**config.mk**
```make
export PLATFORM = sky130hd
export DESIGN_NAME = vol_ramp
export DESIGN_NICKNAME = d
export VERILOG_FILES = /design/src/rtl/vol_pkg.sv /design/src/rtl/vol_gain_ramp.sv /design/src/rtl/vol_zc_mute.sv /design/src/rtl/vol_gain_mul.sv /design/src/rtl/vol_ramp.sv
export SDC_FILE = /design/constraint.sdc
export NUM_CORES = 2
export LEC_CHECK = 0
export ABC_AREA = 1
export BUFFER_PORTS_ARGS = -buffer_cell sky130_fd_sc_hd__buf_2
export CORE_ASPECT_RATIO = 1.1
export CORE_MARGIN = 3
export CORE_UTILIZATION = 60
export DETAILED_ROUTE_END_ITERATION = 7
export PLACE_DENSITY_LB_ADDON = 0.1
export SYNTH_ARGS = -nofsm -noshare
export SYNTH_HDL_FRONTEND = slang
export SYNTH_SLANG_ARGS = --single-unit
```
**constraint.sdc**
```tcl
create_clock -name clk_i -period 6.1 [get_ports clk_i]
set_clock_uncertainty 0.15 [all_clocks]
set_input_delay 1.22 -clock clk_i [delete_from_list [all_inputs] [get_ports clk_i]]
set_output_delay 1.22 -clock clk_i [all_outputs]
set_load 0.01 [all_outputs]
```
**src/rtl/vol_pkg.sv**
```systemverilog
package vol_pkg;
  localparam int unsigned DEF_DATA_W = 24;
  localparam int unsigned DEF_GAIN_W = 24;
  localparam int unsigned DEF_FRAC_W = 21;

  typedef enum logic [1:0] {
    RAMP_HOLD = 2'd0,
    RAMP_UP   = 2'd1,
    RAMP_DOWN = 2'd2
  } ramp_dir_e;
endpackage

```
**src/rtl/vol_gain_ramp.sv**
```systemverilog
module vol_gain_ramp
  import vol_pkg::*;
#(
  parameter int unsigned GAIN_W = DEF_GAIN_W
) (
  input  logic              clk_i,
  input  logic              rst_ni,
  input  logic              adv_i,
  input  logic [GAIN_W-1:0] target_i,
  input  logic [GAIN_W-1:0] step_i,
  output logic [GAIN_W-1:0] gain_o
);
  ramp_dir_e         dir;
  logic [GAIN_W-1:0] gain_q, gap, gain_nxt;

  always_comb begin
    dir = RAMP_HOLD;
    gap = '0;
    if (target_i > gain_q) begin
      dir = RAMP_UP;
      gap = target_i - gain_q;
    end else if (target_i < gain_q) begin
      dir = RAMP_DOWN;
      gap = gain_q - target_i;
    end
  end

  // clamp to target when the step would cross it
  always_comb begin
    case (dir)
      RAMP_UP:   gain_nxt = (step_i >= gap) ? target_i : gain_q + step_i;
      RAMP_DOWN: gain_nxt = (step_i >= gap) ? target_i : gain_q - step_i;
      default:   gain_nxt = gain_q;
    endcase
  end

  always_ff @(posedge clk_i or negedge rst_ni) begin
    if (!rst_ni)    gain_q <= '0;
    else if (adv_i) gain_q <= gain_nxt;
  end

  assign gain_o = gain_q;

  a_r4_no_overshoot_up: assert property (@(posedge clk_i) disable iff (!rst_ni)
    (adv_i && gain_q <= target_i) |=> (gain_q <= $past(target_i) && gain_q >= $past(gain_q)));

  a_r4_no_overshoot_dn: assert property (@(posedge clk_i) disable iff (!rst_ni)
    (adv_i && gain_q >= target_i) |=> (gain_q >= $past(target_i) && gain_q <= $past(gain_q)));

  a_r4_step_bound: assert property (@(posedge clk_i) disable iff (!rst_ni)
    adv_i |=> (((gain_q >= $past(gain_q)) ? (gain_q - $past(gain_q))
                                         : ($past(gain_q) - gain_q)) <= $past(step_i)));

  a_r9_gain_hold: assert property (@(posedge clk_i) disable iff (!rst_ni)
    !adv_i |=> $stable(gain_q));
endmodule

```
**src/rtl/vol_zc_mute.sv**
```systemverilog
module vol_zc_mute
  import vol_pkg::*;
#(
  parameter int unsigned DATA_W = DEF_DATA_W
) (
  input  logic              clk_i,
  input  logic              rst_ni,
  input  logic              adv_i,
  input  logic [DATA_W-1:0] sample_i,
  input  logic              mute_req_i,
  output logic              mute_eff_o
);
  logic muted_q, prev_neg_q, zc, muted_nxt;

  assign zc        = (sample_i == '0) || (sample_i[DATA_W-1] != prev_neg_q);
  assign muted_nxt = (zc && (mute_req_i != muted_q)) ? mute_req_i : muted_q;

  always_ff @(posedge clk_i or negedge rst_ni) begin
    if (!rst_ni) begin
      muted_q    <= 1'b0;
      prev_neg_q <= 1'b0;
    end else if (adv_i) begin
      muted_q    <= muted_nxt;
      prev_neg_q <= sample_i[DATA_W-1];
    end
  end

  // the crossing sample already carries the new state
  assign mute_eff_o = muted_nxt;

  a_r6_switch_only_at_zc: assert property (@(posedge clk_i) disable iff (!rst_ni)
    (adv_i && sample_i != '0 && sample_i[DATA_W-1] == prev_neg_q) |=> $stable(muted_q));

  a_r9_mute_hold: assert property (@(posedge clk_i) disable iff (!rst_ni)
    !adv_i |=> ($stable(muted_q) && $stable(prev_neg_q)));
endmodule

```
**src/rtl/vol_gain_mul.sv**
```systemverilog
module vol_gain_mul
  import vol_pkg::*;
#(
  parameter int unsigned DATA_W = DEF_DATA_W,
  parameter int unsigned GAIN_W = DEF_GAIN_W,
  parameter int unsigned FRAC_W = DEF_FRAC_W
) (
  input  logic [DATA_W-1:0] sample_i,
  input  logic [GAIN_W-1:0] gain_i,
  output logic [DATA_W-1:0] result_o
);
  localparam int unsigned PW = DATA_W + GAIN_W + 1;

  logic signed [PW-1:0] prod, scaled;
  logic                 ovf;

  assign prod   = $signed(sample_i) * $signed({1'b0, gain_i});
  assign scaled = prod >>> FRAC_W;
  // out of range when bits above the result sign are not a sign extension
  assign ovf    = (scaled[PW-1:DATA_W-1] != {(PW-DATA_W+1){scaled[PW-1]}});

  always_comb begin
    if (!ovf)                result_o = scaled[DATA_W-1:0];
    else if (scaled[PW-1])   result_o = {1'b1, {(DATA_W-1){1'b0}}};
    else                     result_o = {1'b0, {(DATA_W-1){1'b1}}};
  end
endmodule

```
**src/rtl/vol_ramp.sv**
```systemverilog
module vol_ramp
  import vol_pkg::*;
#(
  parameter int unsigned DATA_W = DEF_DATA_W,
  parameter int unsigned GAIN_W = DEF_GAIN_W,
  parameter int unsigned FRAC_W = DEF_FRAC_W
) (
  input  logic              clk_i,
  input  logic              rst_ni,
  input  logic [GAIN_W-1:0] target_gain_i,
  input  logic [GAIN_W-1:0] ramp_step_i,
  input  logic              mute_req_i,
  input  logic              in_valid_i,
  output logic              in_ready_o,
  input  logic [DATA_W-1:0] in_sample_i,
  output logic              out_valid_o,
  input  logic              out_ready_i,
  output logic [DATA_W-1:0] out_sample_o
);
  logic              accept, mute_eff;
  logic [GAIN_W-1:0] gain;
  logic [DATA_W-1:0] scaled;
  logic              out_valid_q;
  logic [DATA_W-1:0] out_data_q;

  assign in_ready_o = !out_valid_q || out_ready_i;
  assign accept     = in_valid_i && in_ready_o;

  vol_gain_ramp #(.GAIN_W(GAIN_W)) u_ramp (
    .clk_i    (clk_i),
    .rst_ni   (rst_ni),
    .adv_i    (accept),
    .target_i (target_gain_i),
    .step_i   (ramp_step_i),
    .gain_o   (gain)
  );

  vol_zc_mute #(.DATA_W(DATA_W)) u_zc (
    .clk_i      (clk_i),
    .rst_ni     (rst_ni),
    .adv_i      (accept),
    .sample_i   (in_sample_i),
    .mute_req_i (mute_req_i),
    .mute_eff_o (mute_eff)
  );

  vol_gain_mul #(.DATA_W(DATA_W), .GAIN_W(GAIN_W), .FRAC_W(FRAC_W)) u_mul (
    .sample_i (in_sample_i),
    .gain_i   (gain),
    .result_o (scaled)
  );

  always_ff @(posedge clk_i or negedge rst_ni) begin
    if (!rst_ni) begin
      out_valid_q <= 1'b0;
      out_data_q  <= '0;
    end else if (accept) begin
      out_valid_q <= 1'b1;
      out_data_q  <= mute_eff ? '0 : scaled;
    end else if (out_ready_i) begin
      out_valid_q <= 1'b0;
    end
  end

  assign out_valid_o  = out_valid_q;
  assign out_sample_o = out_data_q;

  a_r8_one_cycle: assert property (@(posedge clk_i) disable iff (!rst_ni)
    accept |=> out_valid_o);

  a_r9_out_hold: assert property (@(posedge clk_i) disable iff (!rst_ni)
    (out_valid_o && !out_ready_i) |=> (out_valid_o && $stable(out_sample_o)));
endmodule

```
### Yosys cells after proc, flatten, opt, wreduce, memory -nomap -nowiden

Index checks and enable logic that the tools add are counted.

* bits in registers: 51
* input port bits: 77
* output and inout port bits: 26
* word-level logic and storage cells: 40

* add/sub/neg operators: 4
* multiply operators: 1
* order comparisons: 3
* equality and inequality tests: 5
* muxes and demuxes: 13
* reduce and logical (&&, ||, !) cells: 9

Operator list (number)
* two-way mux 24 bit: 7
* subtractor 24 bit: 3
* multiplier 24 x 25 -> 49 bit: 1
* one-hot mux 24 bit (2 select lines): 1
* adder 24 bit: 1
* greater-or-equal comparator 24 bit: 1
* greater-than comparator 24 bit: 1
* logical NOT 24 bit: 1
* less-than comparator 24 bit: 1
* two-way mux 2 bit: 2
* != test 4 bit: 1
* nonzero test 2 bit: 2
* two-way mux 1 bit: 3
* equality test 2 x 1 -> 1 bit (second input constant): 1
* equality test 2 bit (second input constant): 1
* logical AND 1 bit: 2
* logical OR 1 bit: 2
* != test 1 bit: 2
* AND reduction 2 bit: 1
* logical NOT 1 bit: 1

### Longest topological paths before layout

* word-level depth: 6
* mapped depth: 38
* gate-level depth less buffers: 35

### Modules after synthesis

A second synthesis with hierarchy kept.

* cell total of the unflattened synthesis: 4635
* area, all modules: 30633.1 um^2

Modules (own cells, without submodules)
* vol_gain_mul: times used 1, cells an instance 2809, area each 20597.3 um^2, seq. area each 0.0 um^2
* vol_gain_ramp: times used 1, cells an instance 1632, area each 8573.2 um^2, seq. area each 600.6 um^2
* vol_ramp: times used 1, cells an instance 159, area each 1260.0 um^2, seq. area each 625.6 um^2
* vol_zc_mute: times used 1, cells an instance 35, area each 202.7 um^2, seq. area each 50.0 um^2

### Worst setup path after synthesis

Ideal clock, no wire load.

* path kind: input to register
* start point: input port in_sample_i[9]
* end point: register out_data_q[4], in the netlist out_sample_o[4]
* setup time: 118 ps
* arrival time: 7222 ps
* required time: 5832 ps
* slack: -1390 ps
* cell stages on the path: 34
* buffers on the path: 3
* cell sequence: clkbuf_1 clkbuf_1 nand2_1 fa_1 inv_1 fa_1 inv_1 fa_1 inv_1 fa_1 fa_1 fa_1 inv_1 fa_1 inv_1 ha_1 nand2_1 nor2_1 inv_1 nor2_1 nand2_1 nor2_1 nand2_1 nand3_1 nand2_1 nand2_1 inv_1 nand2_1 nand2_1 inv_2 buf_2 nand3_1 nand3_1 nand2_1

* longest elaborated chain between the ends: 5
* elaborated cells on any way between the ends: 9
* those cells by class: mul (1); eq/ne (1); mux (4); reduce/logical (3)

RTL lines
* start, declared: line vol_ramp.sv:15 `input logic [DATA_W-1:0] in_sample_i,`
* parallel branches: the longest is 4 deep, another holds multiplier 24 x 25 -> 49 bit
* two-way mux 24 bit (*): line vol_ramp.sv:59 `out_data_q <= mute_eff ? '0 : scaled;`
* end signal, assigned: line vol_ramp.sv:59
* end, declared: line vol_ramp.sv:24 `logic [DATA_W-1:0] out_data_q;`

Every way passes the cells marked *.
A chain may end at the register's enable or synchronous reset.

### Worst setup path in the final report

* start point: input port in_sample_i[7]
* end point: register out_data_q[6], in the netlist out_sample_o[6]

Same word-level chain as after synthesis.

==> out/results.ini <==
[synthesis]
synthArstFlopShare_pct=100.0
ys_seq_area_share_pct=4.402
yosysMostFrequentCell=nand2_1
netlist_top_cells_area=fa_1, nand2_1, inv_1
synth-edff-count=0
synth_area_sq_um=28990
avgSynthCellArea_sq_um=6.902
ys.flop_type=dfrtp_1
syn-num-nets=5077
yosys-top-cells-count=nand2_1, inv_1, fa_1
yosysWarnings=0
ys_ff_latch=51
synth_top_area_share_pct=33.49
synth.largest_area_cell=fa_1
synth_cells=4200
synth_cell_types=49

[clocking]
cts_tree=done
clockBufferDepth=2
htree_num_levels=2
cts_num_sinks=51
numCtsBuffers=5
clock-root-buffer=clkbuf_16
worst_skew_pair.late_latency_ps=320
postCtsHoldBufs=0
clkTransAtPathRegs_ps=80

[setup_path]
critPathMaxStageDelay_ps=600
crit_path_frequent_cell=inv_1
cp_max_fo=13
critical_path_required_ps=6150
r2r_slack_ps=-1070
reg2reg_to=out_sample_o[16]
r2r-start=u_ramp.gain_o[9]
cpMaxStageDelayCell=fa_1
arrival_ps=7410
cp-start-kind=primary input
worst_setup_path_end_kind=register
reg2reg_depth=26
worstSetupPathType=in2reg

[sta]
min_period_ps=7354
max_freq_mhz=136.0
hold_violations=0
setup_viol=24
worst_slack_ps=-1254
fin_crit_sh_pct=120.6
worst_pin_slew_ps=1237
timing.hold.ws_ps=331.7
slew_headroom_pct=17.50
timing.final.max_slew_violations=0
rsz0062_at_grt=true

[floorplan]
rows=83
placeableCoreArea_sq_um=47250
die_w_microns=215.6
dieArea_sq_um=50990
ioPinCount=103
start_util_pct=61.35
die_h_microns=236.5

[worst_hold_path]
min_path_type=reg2reg
min_path_cells=2
min_to=out_sample_o[0]
min_from=out_sample_o[0]

[final_layout]
area_delta_synth_final_pct=17.39
seqCellArea_sq_um=1276
fillCellCount=3968
final_nets=5368
multiInputGateArea_sq_um=23570
diodes=0
final_util_pct=72.02
drive_gt1_share_pct=16.52
stdcell_area_sq_um=34030

[drt]
drc=0
first_iter_violations=2163
drt_pass1_iterations=6
routed_wl_microns=94220
post_drt_wl_per_cell_microns=18.37
via_per_inst=5.366
num_vias=27520
ant_nets=0

[global_routing]
grt_max_degree=52
grt_pass1_vias=27360
grt_pass1_wl_microns=148000
grt-ovfl-total=0
antenna_found_initial=0
grtUsageTotal_pct=37.03

[place]
placed_area_sq_um=32670
dp_hpwl_microns=80830
globalplace.congestion=1.002
io_buffer_count=102
dp_slack_ps=-1806

[status]
violations=setup timing
status=complete, but fails checks

[job]
cap_violations=0

-- how the worst max path moves through the flow --
stage                     from          endpoint  cells past startpoint
6_report        in_sample_i[7]   out_sample_o[6]                     38
5_1_grt         in_sample_i[6]   out_sample_o[0]                     39
4_1_cts         in_sample_i[6]   out_sample_o[4]                     37
3_5_place_dp   in_sample_i[10]  out_sample_o[21]                     32
3_3_place_gp    in_sample_i[9]  out_sample_o[14]                     32
2_1_floorplan  in_sample_i[12]   out_sample_o[4]                     37
-- repair_timing --
action | 4_1_cts | 5_1_grt
endpoints found under the setup margin | 24 | 24
setup buffers | 13 | 5
resized for setup | 170 | 149
pin swaps | 43 | 51
gates cloned | 1 | 1
hold endpoints to repair | 0 | 0
-- per-stage QoR --
step | TNS, ps | cells
global route | -33180 | 5129
global placement | -39900 | 5101
CTS | -26690 | 5123
floorplan | -25640 | 4200
detailed placement | -42670 | 5101
finish | -29210 | 5129
-- layer usage --
metal	track usage [%]	vias up	part of all wire [%]
li1	-	12870	-
met1	48.50	13280	40
met2	62.63	1144	48
met3	4.286	238	6.8
met4	15.52	0	5.3
met5	0	-	0
-- registers in the layout (all words and copies together) (netlist names) --
signal	cells
u_zc.muted_q	1
u_zc.prev_neg_q	1
out_sample_o	24
out_valid_o	1
u_ramp.gain_o	24
-- layout by cell type (no fill, tap or decap), drive strengths merged, types with 2 or more instances in the layout --
cell / Yosys / layout
a21oi: 160 / 160
o21bai: 19 / 19
nand3b: 5 / 5
o2111ai: 2 / 2
o211ai: 13 / 13
a22oi: 4 / 4
or2: 5 / 5
o22ai: 4 / 4
nand2: 1189 / 1189
a211oi: 5 / 5
and3: 2 / 2
ha: 315 / 315
nor3: 20 / 20
o21a: 6 / 6
clkbuf: 155 / 6
a31oi: 16 / 16
xnor2: 19 / 19
a32oi: 6 / 6
a21boi: 3 / 3
nand3: 139 / 139
o31ai: 3 / 3
inv: 1144 / 1146
nor4: 15 / 15
xor2: 41 / 41
a21o: 6 / 6
nand4: 17 / 17
buf: 32 / 469
dfrtp: 51 / 51
o21ai: 124 / 124
fa: 485 / 485
nor2: 192 / 192
-- logic make-up (layout without fill, tap and decap cells) --
logic type	count (synthesis)	count (layout)	share of synthesized area, %
AOI/OAI and AO/OA	373	373	7.216
xor gates and xnor gates	60	60	1.813
adders and majority gates	800	800	47.09
buffers and inverters	1331	1623	17.57
DFF	51	51	4.402
and+or+nand+nor	1585	1585	21.91
-- worst max-delay path: cells and delay by family --
kind / cells / cell delay [ps]
fa+ha+maj: 8 / 3500
buf+inv: 14 / 1430
simple gates: 16 / 1220
-- layout make-up --
class / count / share of cell area (%)
repair buffers: 471 / 11.58
clock inverters: 3 / 0.08089
clock buffers: 5 / 0.3677
flip-flops and latches: 51 / 3.750
well taps: 637 / 2.342
multi-input cells: 2818 / 69.26
inverters: 1144 / 12.63
Power is left out: the tool's default activity adds up to more than one toggle a clock period on the data nets, which glitch-free logic cannot reach.
